**config.mk**
```make
export PLATFORM = sky130hd
export DESIGN_NAME = reset_cause_reg
export DESIGN_NICKNAME = d
export VERILOG_FILES = /design/src/rtl/rcs_pkg.sv /design/src/rtl/rcs_cause_accum.sv /design/src/rtl/rcs_jtag_stat.sv /design/src/rtl/rcs_strap_cap.sv /design/src/rtl/rcs_bus_port.sv /design/src/rtl/reset_cause_reg.sv
export SDC_FILE = /design/constraint.sdc
export NUM_CORES = 1
export LEC_CHECK = 0
export CORE_MARGIN = 4
export CORE_UTILIZATION = 26
export DETAILED_ROUTE_END_ITERATION = 10
export GPL_TIMING_DRIVEN = 0
export PLACE_DENSITY = 0.82
export REMOVE_ABC_BUFFERS = 1
export SYNTH_ARGS = -nofsm -noshare
export SYNTH_HDL_FRONTEND = slang
export SYNTH_SLANG_ARGS = --single-unit
```
**constraint.sdc**
```tcl
create_clock -name clk -period 1.5 [get_ports clk]
set_clock_uncertainty 0.05 [all_clocks]
set_input_delay 0.3 -clock clk [delete_from_list [all_inputs] [get_ports clk]]
set_output_delay 0.3 -clock clk [all_outputs]
set_load 0.005 [all_outputs]
```
**src/rtl/rcs_pkg.sv**
```systemverilog
package rcs_pkg;
  localparam int unsigned DATA_W     = 32;
  localparam int unsigned REG_OFFSET = 'h10;
  localparam int unsigned BIT_HARD   = 0;
  localparam int unsigned BIT_SOFT   = 1;
  localparam int unsigned BIT_LINK   = 23;
  localparam int unsigned BIT_BFAIL  = 16;
  localparam int unsigned JTAG_LSB   = 8;
  localparam int unsigned STRAP_LSB  = 29;
  localparam int unsigned MAX_WDT    = 5;
  localparam logic [DATA_W-1:0] USED_MASK = 32'hE0F1_030F;

  // Bit position of each watchdog cause flag
  function automatic int unsigned wdt_bit(input int unsigned idx);
    case (idx)
      0:       return 2;
      1:       return 22;
      2:       return 21;
      3:       return 20;
      default: return 3;
    endcase
  endfunction
endpackage

```
**src/rtl/rcs_cause_accum.sv**
```systemverilog
module rcs_cause_accum #(
  parameter int unsigned NUM_WDT = 5,
  parameter int unsigned DW      = 32
) (
  input  logic               clk,
  input  logic               por_i,
  input  logic [NUM_WDT-1:0] wdt_evt_i,
  input  logic               link_hrst_i,
  input  logic               hard_evt_i,
  input  logic               soft_evt_i,
  input  logic               boot_fail_i,
  input  logic [DW-1:0]      clr_mask_i,
  output logic [DW-1:0]      cause_o
);
  import rcs_pkg::*;

  logic [DW-1:0] set_mask;
  logic [DW-1:0] cause_q;
  logic [DW-1:0] sticky_mask;

  always_comb begin
    sticky_mask = '0;
    sticky_mask[BIT_HARD]  = 1'b1;
    sticky_mask[BIT_SOFT]  = 1'b1;
    sticky_mask[BIT_LINK]  = 1'b1;
    sticky_mask[BIT_BFAIL] = 1'b1;
    for (int i = 0; i < NUM_WDT; i++) sticky_mask[wdt_bit(i)] = 1'b1;
  end

  // Cascade: watchdog / link -> hard -> soft
  always_comb begin
    set_mask = '0;
    for (int i = 0; i < NUM_WDT; i++) begin
      if (wdt_evt_i[i]) begin
        set_mask[wdt_bit(i)] = 1'b1;
        set_mask[BIT_HARD]   = 1'b1;
        set_mask[BIT_SOFT]   = 1'b1;
      end
    end
    if (link_hrst_i) begin
      set_mask[BIT_LINK] = 1'b1;
      set_mask[BIT_HARD] = 1'b1;
      set_mask[BIT_SOFT] = 1'b1;
    end
    if (hard_evt_i) begin
      set_mask[BIT_HARD] = 1'b1;
      set_mask[BIT_SOFT] = 1'b1;
    end
    if (soft_evt_i)  set_mask[BIT_SOFT]  = 1'b1;
    if (boot_fail_i) set_mask[BIT_BFAIL] = 1'b1;
  end

  // Set dominates clear; only the boot-failure bit is clearable
  always_ff @(posedge clk) begin
    if (por_i) cause_q <= '0;
    else       cause_q <= ((cause_q & ~(clr_mask_i & (DW'(1) << BIT_BFAIL)))
                          | set_mask) & sticky_mask;
  end

  assign cause_o = cause_q;

  AST_HARD_STICKY: assert property (@(posedge clk) disable iff (por_i)
    cause_q[BIT_HARD] |=> cause_q[BIT_HARD]);
  AST_WDT_CASCADE: assert property (@(posedge clk) disable iff (por_i)
    (|wdt_evt_i) |=> (cause_q[BIT_HARD] && cause_q[BIT_SOFT]));
  AST_LINK_CASCADE: assert property (@(posedge clk) disable iff (por_i)
    link_hrst_i |=> (cause_q[BIT_LINK] && cause_q[BIT_HARD] && cause_q[BIT_SOFT]));
  AST_SET_WINS: assert property (@(posedge clk) disable iff (por_i)
    boot_fail_i |=> cause_q[BIT_BFAIL]);
endmodule

```
**src/rtl/rcs_jtag_stat.sv**
```systemverilog
module rcs_jtag_stat #(
  parameter int unsigned JW = 2
) (
  input  logic          clk,
  input  logic          por_i,
  input  logic          jtag_evt_i,
  input  logic [JW-1:0] jtag_code_i,
  output logic [JW-1:0] code_o
);
  logic [JW-1:0] code_q;

  // Replaced on each event, never accumulated
  always_ff @(posedge clk) begin
    if (por_i)           code_q <= '0;
    else if (jtag_evt_i) code_q <= jtag_code_i;
  end

  assign code_o = code_q;

  AST_JTAG_LOAD: assert property (@(posedge clk) disable iff (por_i)
    jtag_evt_i |=> (code_q == $past(jtag_code_i)));
  AST_JTAG_HOLD: assert property (@(posedge clk) disable iff (por_i)
    !jtag_evt_i |=> $stable(code_q));
endmodule

```
**src/rtl/rcs_strap_cap.sv**
```systemverilog
module rcs_strap_cap #(
  parameter int unsigned SW = 3
) (
  input  logic          clk,
  input  logic          por_i,
  input  logic          hard_rst_i,
  input  logic [SW-1:0] strap_i,
  output logic [SW-1:0] strap_o
);
  logic [SW-1:0] strap_q;

  always_ff @(posedge clk) begin
    if (por_i)           strap_q <= '0;
    else if (hard_rst_i) strap_q <= strap_i;
  end

  assign strap_o = strap_q;

  AST_STRAP_TRACK: assert property (@(posedge clk) disable iff (por_i)
    hard_rst_i |=> (strap_q == $past(strap_i)));
  AST_STRAP_FROZEN: assert property (@(posedge clk) disable iff (por_i)
    !hard_rst_i |=> $stable(strap_q));
endmodule

```
**src/rtl/rcs_bus_port.sv**
```systemverilog
module rcs_bus_port #(
  parameter int unsigned AW = 8,
  parameter int unsigned DW = 32
) (
  input  logic          clk,
  input  logic          por_i,
  input  logic          sel_i,
  input  logic          wr_i,
  input  logic [AW-1:0] addr_i,
  input  logic [DW-1:0] wdata_i,
  input  logic [DW-1:0] status_i,
  output logic [DW-1:0] clr_mask_o,
  output logic [DW-1:0] rdata_o
);
  import rcs_pkg::*;

  logic          hit;
  logic [DW-1:0] rdata_q;

  assign hit        = sel_i && (addr_i == AW'(REG_OFFSET));
  assign clr_mask_o = (hit && wr_i) ? wdata_i : '0;

  always_ff @(posedge clk) begin
    if (por_i)                rdata_q <= '0;
    else if (sel_i && !wr_i)  rdata_q <= hit ? (status_i & USED_MASK) : '0;
  end

  assign rdata_o = rdata_q;

  AST_RSVD_ZERO: assert property (@(posedge clk) disable iff (por_i)
    ((rdata_q & ~USED_MASK) == '0));
  AST_MISS_ZERO: assert property (@(posedge clk) disable iff (por_i)
    (sel_i && !wr_i && !hit) |=> (rdata_q == '0));
endmodule

```
**src/rtl/reset_cause_reg.sv**
```systemverilog
module reset_cause_reg #(
  parameter int unsigned NUM_WDT = 5,
  parameter int unsigned AW      = 8,
  parameter int unsigned DW      = 32,
  parameter int unsigned STRAP_W = 3,
  parameter int unsigned JTAG_W  = 2
) (
  input  logic               clk,
  input  logic               por_i,
  input  logic               hard_rst_i,
  input  logic [STRAP_W-1:0] strap_i,
  input  logic [NUM_WDT-1:0] wdt_evt_i,
  input  logic               link_hrst_i,
  input  logic               hard_evt_i,
  input  logic               soft_evt_i,
  input  logic               jtag_evt_i,
  input  logic [JTAG_W-1:0]  jtag_code_i,
  input  logic               jtag_por_i,
  input  logic               boot_fail_i,
  input  logic               bus_sel_i,
  input  logic               bus_wr_i,
  input  logic [AW-1:0]      bus_addr_i,
  input  logic [DW-1:0]      bus_wdata_i,
  output logic [DW-1:0]      rdata_o,
  output logic [DW-1:0]      status_o
);
  import rcs_pkg::*;

  logic [DW-1:0]      cause_w;
  logic [DW-1:0]      clr_mask_w;
  logic [JTAG_W-1:0]  jcode_w;
  logic [STRAP_W-1:0] strap_w;
  logic               jtag_por_seen;

  // Debug power-on reset deliberately reaches no storage element
  assign jtag_por_seen = jtag_por_i;

  rcs_cause_accum #(.NUM_WDT(NUM_WDT), .DW(DW)) u_accum (
    .clk(clk), .por_i(por_i), .wdt_evt_i(wdt_evt_i), .link_hrst_i(link_hrst_i),
    .hard_evt_i(hard_evt_i), .soft_evt_i(soft_evt_i), .boot_fail_i(boot_fail_i),
    .clr_mask_i(clr_mask_w), .cause_o(cause_w));

  rcs_jtag_stat #(.JW(JTAG_W)) u_jtag (
    .clk(clk), .por_i(por_i), .jtag_evt_i(jtag_evt_i),
    .jtag_code_i(jtag_code_i), .code_o(jcode_w));

  rcs_strap_cap #(.SW(STRAP_W)) u_strap (
    .clk(clk), .por_i(por_i), .hard_rst_i(hard_rst_i),
    .strap_i(strap_i), .strap_o(strap_w));

  always_comb begin
    status_o = cause_w;
    status_o[JTAG_LSB +: JTAG_W]   = jcode_w;
    status_o[STRAP_LSB +: STRAP_W] = strap_w;
  end

  rcs_bus_port #(.AW(AW), .DW(DW)) u_bus (
    .clk(clk), .por_i(por_i), .sel_i(bus_sel_i), .wr_i(bus_wr_i),
    .addr_i(bus_addr_i), .wdata_i(bus_wdata_i), .status_i(status_o),
    .clr_mask_o(clr_mask_w), .rdata_o(rdata_o));

  AST_JTAG_POR_NOP: assert property (@(posedge clk) disable iff (por_i)
    (jtag_por_seen && !jtag_evt_i && !hard_rst_i && !(|wdt_evt_i) && !link_hrst_i
     && !hard_evt_i && !soft_evt_i && !boot_fail_i && !(bus_sel_i && bus_wr_i))
    |=> $stable(status_o));
endmodule

```
==> key figures, run 1 <==
STA
  • Slew Limit Fails: 0
  • Final period utilization: 100%
  • Max_slew headroom: 51.3%
  • Setup violators final: 5
  • Worst-Margin Slew: 730 ps
  • Hold Fails Final Rpt: 0
  • RSZ-0062 raised after global routing: true
  • Final Critical Period: 1510 ps
  • Final worst setup slack: -5.66 ps
  • Fmax achieved: 0.664 GHz

Outcome
  • Status: complete, but fails checks
  • Failing checks: setup timing

Global routing
  • Largest net degree at the start of global routing: 17
  • Gr usage total: 9.48%
  • GR Overflow Total: 0
  • Via count of the first global-routing pass: 903
  • First-pass GRT wire length: 4.46 mm
  • Initial antenna violation count: 0

Worst setup path
  • Bufs and invs on worst path: 3
  • Critical Path End Type: flop
  • Worst Path Required: 1660 ps
  • CP max stage cell: or4b_4
  • Worst-path cell chain: buf_2, or4b_4, nor4_4, buf_4, clkbuf_16, a22o_1
  • Crit Path Class: in2reg
  • Worst path max stage delay: 530 ps
  • Setup slack, reg-to-reg: 700 ps
  • CP Launch Type: input pin
  • Crit-path max FO: 7
  • CP arrival: 1670 ps
  • CP delay by family, top: simple AND/OR/NAND/NOR gates

Placed design
  • DP Wirelength: 2.21 mm
  • Gpl congestion: 0.675
  • I/O Buffers: 56
  • Post-Place Cell Area: 1670 um^2

Die
  • Die W: 76.0 um
  • Die Y: 76.0 um
  • Die footprint: 5780 um^2
  • Top Ports: 125
  • Initial Util: 27.3%
  • Core area: 4410 um^2
  • # rows: 24

Synth
  • Post-synthesis register bit count: 28
  • Leading area contributor after synthesis: dfxtp_1
  • Synth warn: 0
  • Post-Syn Instances: 120
  • Seq/Total Area, Yosys: 46.6%
  • Cell Area, Synth: 1200 um^2
  • Synth cell types: 20
  • Post-synth top area share: 46.6%
  • Syn avg cell area: 10.0 um^2
  • Synth area leaders: dfxtp_1, buf_4, a22o_1

Drt
  • Drt first pass iters: 4
  • Routed Antenna Nets: 0
  • Wire length per cell: 12.7 um
  • Detailed Route WL: 2.94 mm
  • Drt drc: 0
  • Vias/cell: 4.08
  • Iter 0 DRT Violations: 24
  • Routed via count: 943

Power and ir drop
  • Combinational power share: 14.4%
  • Sw power: 0.312 mW
  • Sequential Power Share: 57.4%
  • Cell Pwr Density: 759 nW/um^2
  • Int Pwr: 1.06 mW
  • Switching Fraction: 22.7%
  • Clk network pwr share: 28.2%
  • Leak: 0.871 nW
  • Peak VDD IR: 272 uV

CTS
  • Clk sinks: 28
  • Clock Latency Late Sink: 270 ps
  • Clock tree root driver cell: clkbuf_8
  • CTS max path bufs: 2
  • TritonCTS Buffers: 3
  • CTS hold repair buffers: 0
  • CTS tree: built
  • H-tree depth: 1
  • CTS clk-pin slew, worst paths: 90 ps

Final layout
  • Antenna diode count: 0
  • # nets final: 242
  • Area occupied by multi-input gates: 514 um^2
  • Fillers: 432
  • Final Core Density: 41.0%
  • Layout area overhead: 50.3%
  • Cell area after layout: 1810 um^2
  • Commonest non-fill, non-tap cell in the layout: conb_1
  • Share of cells above drive strength 1: 19.6%
  • Register Area: 578 um^2
  • Most frequent cells in the layout: conb_1, clkdlybuf4s50_1, nor2_1

Job
  • Max Cap Viol: 0

Worst hold path
  • Worst hold path class: in2reg
==> cell type report <==
class / count / area share (%)
multi-input cells: 86 / 28.4
inverters: 1 / 0.207
flip-flops and latches: 28 / 32.0
repair buffers: 61 / 33.5
well taps: 52 / 3.60
clock buffers: 3 / 2.28
==> cells in the mapped netlist, drive strengths merged <==
cell type	number
conb	1
mux2i	5
inv	1
nor2b	1
clkbuf	1
nor3	2
or4b	1
or4	2
dfxtp	28
buf	39
nor4	2
nand4b	1
nand2b	1
a22o	14
a21oi	2
nor2	19
==> state kept, by name, indices dropped and copies added (netlist names) <==
signal,flops
u_bus.rdata_o,14
u_accum.cause_o,9
u_strap.strap_o,3
u_jtag.code_o,2
==> cell families after synthesis <==
kind of cell           synth area share [%]
buffers and inverters                  24.7
AND/OR/NAND/NOR                        13.2
flip-flops                             46.6
AO/OA/AOI/OAI                          11.0
multiplexers                           4.16
other                                 0.312
==> through the flow <==
step	power [mW]	setup WS [ps]	std cells	TNS, ps	hold WS, ps
after floorplan	0.859	-135	115	-1890	319
final	1.37	-5.66	231	-17.5	346
after global placement	0.999	-938	223	-14350	397
after CTS	1.39	-41.3	228	-256	354
after detailed placement	1.00	-973	223	-14930	409
after global routing	1.44	-74.6	231	-806	357
==> layer usage <==
layer | part of all wire (%) | vias up | GRT usage, %
li1 | - | 454 | -
met3 | 9.6 | 4 | 2.13
met2 | 49 | 63 | 17.0
met5 | 0 | - | 0
met4 | 1.1 | 0 | 3.20
met1 | 40 | 422 | 10.9
==> power groups by stage <==
stage / clock, mW / combinational, mW / sequential [mW]
final: 0.388 / 0.198 / 0.788
after global routing: 0.433 / 0.216 / 0.792
after CTS: 0.406 / 0.196 / 0.786
after detailed placement: 0 / 0.200 / 0.803
after global placement: 0 / 0.197 / 0.802
after floorplan: 0 / 0.0556 / 0.803
==> worst register-to-register path, stage by stage, from the launching register on <==
cell	delay (ps)
dfxtp_2	330
buf_4	120
a22o_1	190
==> what timing repair did <==
item,4_1_cts,5_1_grt
setup endpoints to repair,23,24
cloned,1,0
pin swaps,9,8
gates resized for setup,38,20
setup buffers,1,3
==> path summary, 6_finish.rpt <==
path | startpoint | endpoint | cells after the start
setup / recovery | bus_addr_i[5] | u_bus.rdata_o[22] | 6
hold / removal | wdt_evt_i[0] | u_accum.cause_o[2] | 3
hold reg to reg | u_accum.cause_o[0] | u_accum.cause_o[0] | 2
setup reg to reg | u_accum.cause_o[20] | u_bus.rdata_o[20] | 2
No activity file was read; power rests on OpenSTA's default activity.
==> run 2: changes to the inputs <==
Settings changed: ABC_AREA set to 1, CORE_MARGIN 4 to unset, CORE_UTILIZATION 26 to 28, SETUP_SLACK_MARGIN set to 0.02.
==> run 2 against run 1 <==
Compared with the run above: the flow now finishes without violations; global-route usage grew 2.7 points; first-iteration DRC count grew 33%; worst setup slack gained 61 ps; clock-buffer cell count is the same; fmax grew 4.2%; flip-flop and latch count is the same; final cell count grew 23%; critical path depth shrank 5; critical endpoint is now rdata_o[29].
==> key figures, run 2 <==
Worst setup path
  • Worst-path cell chain: clkdlybuf4s50_1
  • Bufs and invs on worst path: 1 (-2)
  • Crit Path Class: reg2out
  • CP max stage cell: clkdlybuf4s50_1
  • CP Launch Type: flop
  • CP delay by family, top: buffers and inverters
  • Critical Path End Type: output pin
  • Worst Path Required: 1150 ps (-510 ps)
  • Crit-path max FO: 2 (-5)
  • CP arrival: 1100 ps (-570 ps)
  • Worst path max stage delay: 490 ps (-40 ps)

Die
  • Die Y: 71.7 um (-5.7%)
  • Initial Util: 30.2% (+2.9 points)
  • Top Ports: 125 (unchanged)
  • Die footprint: 5140 um^2 (-11%)
  • # rows: 24 (unchanged)
  • Die W: 71.7 um (-5.7%)
  • Core area: 4500 um^2 (+2.0%)

Synth
  • Synth area leaders: dfxtp_1, buf_4, nor2_1
  • Post-Synth Simple-Gate Area: 17.6% (+4.4 points)
  • Synth top cells by count: buf_4, dfxtp_1, nor2_1
  • Top_reg_cell synth: dfxtp_1
  • Cell Area, Synth: 1360 um^2 (+13%)
  • Post-Synth XOR/XNOR Area: 0% (unchanged)
  • Seq/Total Area, Yosys: 41.2% (-5.4 points)
  • Number of synthesized flops with an enable pin: 0 (unchanged)
  • Mux contribution to synthesized area: 0% (-4.2 points)
  • Post-synth top area share: 41.2% (-5.4 points)
  • Most frequent cell after synthesis: buf_4
  • Async SR Flop Fraction: 0% (unchanged)
  • Synth warn: 0 (unchanged)
  • Syn avg cell area: 8.19 um^2 (-18%)
  • Largest family of logic cells by synthesized area: buffers and inverters
  • Post-Syn Instances: 166 (+38%)
  • Post-synthesis register bit count: 28 (unchanged)
  • Synth cell types: 19 (-5.0%)
  • Complex-gate fraction of the synthesized area: 15.2% (+4.2 points)
  • Leading area contributor after synthesis: dfxtp_1
  • Adder-Cell Fraction of Synth Area: 0% (unchanged)

Global routing
  • First-pass GRT wire length: 4.89 mm (+9.6%)
  • GR Overflow Total: 0 (unchanged)
  • Via count of the first global-routing pass: 1057 (+17%)
  • Largest net degree at the start of global routing: 20 (+3)
  • Gr usage total: 12.1% (+2.7 points)
  • Initial antenna violation count: 0 (unchanged)

CTS
  • Clock Latency Late Sink: 270 ps (about the same)
  • Clk sinks: 28 (unchanged)
  • CTS max path bufs: 2 (unchanged)
  • TritonCTS Buffers: 3 (unchanged)
  • CTS tree: built
  • CTS clk-pin slew, worst paths: 100 ps (about the same)
  • Clock tree root driver cell: clkbuf_8
  • H-tree depth: 1 (unchanged)

Placed design
  • Post-Place Cell Area: 1800 um^2 (+8.0%)
  • I/O Buffers: 56 (unchanged)
  • DP Wirelength: 2.10 mm (-4.7%)
  • Gpl congestion: 0.627 (-7.1%)
  • DP Worst Slack: -357 ps (+616 ps)

STA
  • RSZ-0062 raised after global routing: false
  • Final worst setup slack: 54.8 ps (+60.5 ps)
  • Final Critical Period: 1450 ps (-60.5 ps)
  • Final setup TNS: 0 ps (+17.5 ps)
  • Slew Limit Fails: 0 (unchanged)
  • Final period utilization: 96.3% (-4.0 points)
  • Fmax achieved: 0.692 GHz (+4.2%)
  • Min Hold Slack: 414 ps (+67.8 ps)
  • Setup violators final: 0 (-5)
  • Hold Fails Final Rpt: 0 (unchanged)

Final layout
  • Cell area after layout: 2040 um^2 (+13%)
  • Layout area overhead: 50.3% (about the same)
  • Commonest non-fill, non-tap cell in the layout: conb_1
  • Share of cells above drive strength 1: 19.7% (+0.19 points)
  • # nets final: 295 (+22%)
  • Fillers: 461 (+6.7%)
  • Most frequent cells in the layout: conb_1, clkdlybuf4s50_1, nor2_1
  • Max reg flops: 14 (unchanged)
  • Antenna diode count: 0 (unchanged)

Outcome
  • Status: finished, final reports clean

Drt
  • Drt first pass iters: 4 (unchanged)
  • Iter 0 DRT Violations: 32 (+33%)
  • Routed via count: 1209 (+28%)
  • Drt drc: 0 (unchanged)
  • Wire length per cell: 11.0 um (-13%)
  • Detailed Route WL: 3.15 mm (+6.8%)
  • Vias/cell: 4.24 (+3.9%)
  • Routed Antenna Nets: 0 (unchanged)

Worst hold path
  • Worst hold path class: reg2reg

Power and ir drop
  • Peak VDD IR: 586 uV (+120%)
  • Total Power: 1.72 mW (+26%)
  • Leak: 1.08 nW (+24%)
  • Cell Pwr Density: 843 nW/um^2 (+11%)

Job
  • Max Cap Viol: 0 (unchanged)
-- run 2: cells by family after synthesis --
family | count (synthesis)
DFF | 28
other | 1
buffers and inverters | 50
and+or+nand+nor | 51
AOI/OAI and AO/OA | 36
-- run 2: layout make-up --
| cell class | count | area (um^2) | share of cell area (%) |
|---|---|---|---|
| repair buffers | 69 | 697 | 34.1 |
| multi-input cells | 124 | 597 | 29.2 |
| flip-flops and latches | 28 | 582 | 28.5 |
| well taps | 52 | 65.1 | 3.18 |
| clock buffers | 3 | 41.3 | 2.02 |
| inverters | 8 | 32.5 | 1.59 |
| clock inverters | 1 | 30.0 | 1.47 |
-- run 2: final timing paths --
check                      from            endpoint  slack (ps)  cells after the start
max reg2reg    u_jtag.code_o[1]    u_jtag.code_o[1]         700                      3
min reg2reg  u_accum.cause_o[0]  u_accum.cause_o[0]         410                      2
max           u_bus.rdata_o[29]         rdata_o[29]          50                      1
min          u_accum.cause_o[0]  u_accum.cause_o[0]         410                      2
-- run 2: what timing repair did --
action,CTS,global route
resized for setup,25,18
pin swaps,2,1
gates cloned,1,0
hold buffers,0,0
buffers inserted,10,3
setup endpoints to repair,36,19
-- run 2: power breakdown --
part	internal (mW)	switching, mW	total, mW	leakage, nW
combinational	0.175	0.135	0.310	0.809
sequential	0.796	0.0221	0.818	0.237
clock	0.357	0.238	0.596	0.0357
-- run 2: through the flow --
stage	std cells	utilization, %
floorplan	159	-
global placement	267	39.9
detailed placement	267	39.9
CTS	282	43.7
global route	285	45.4
finish	285	45.4
-- run 2: routing by layer --
metal | part of all wire [%] | track usage (%)
met5 | 0 | 0
met4 | 0.45 | 1.96
met3 | 5.7 | 3.23
met2 | 53 | 23.3
met1 | 41 | 13.5
==> run 3: changes to the inputs <==
Settings changed: CAP_MARGIN set to 25.
==> results of run 3 <==
No change in the layout: final DEF, timing and power equal those of run 2.
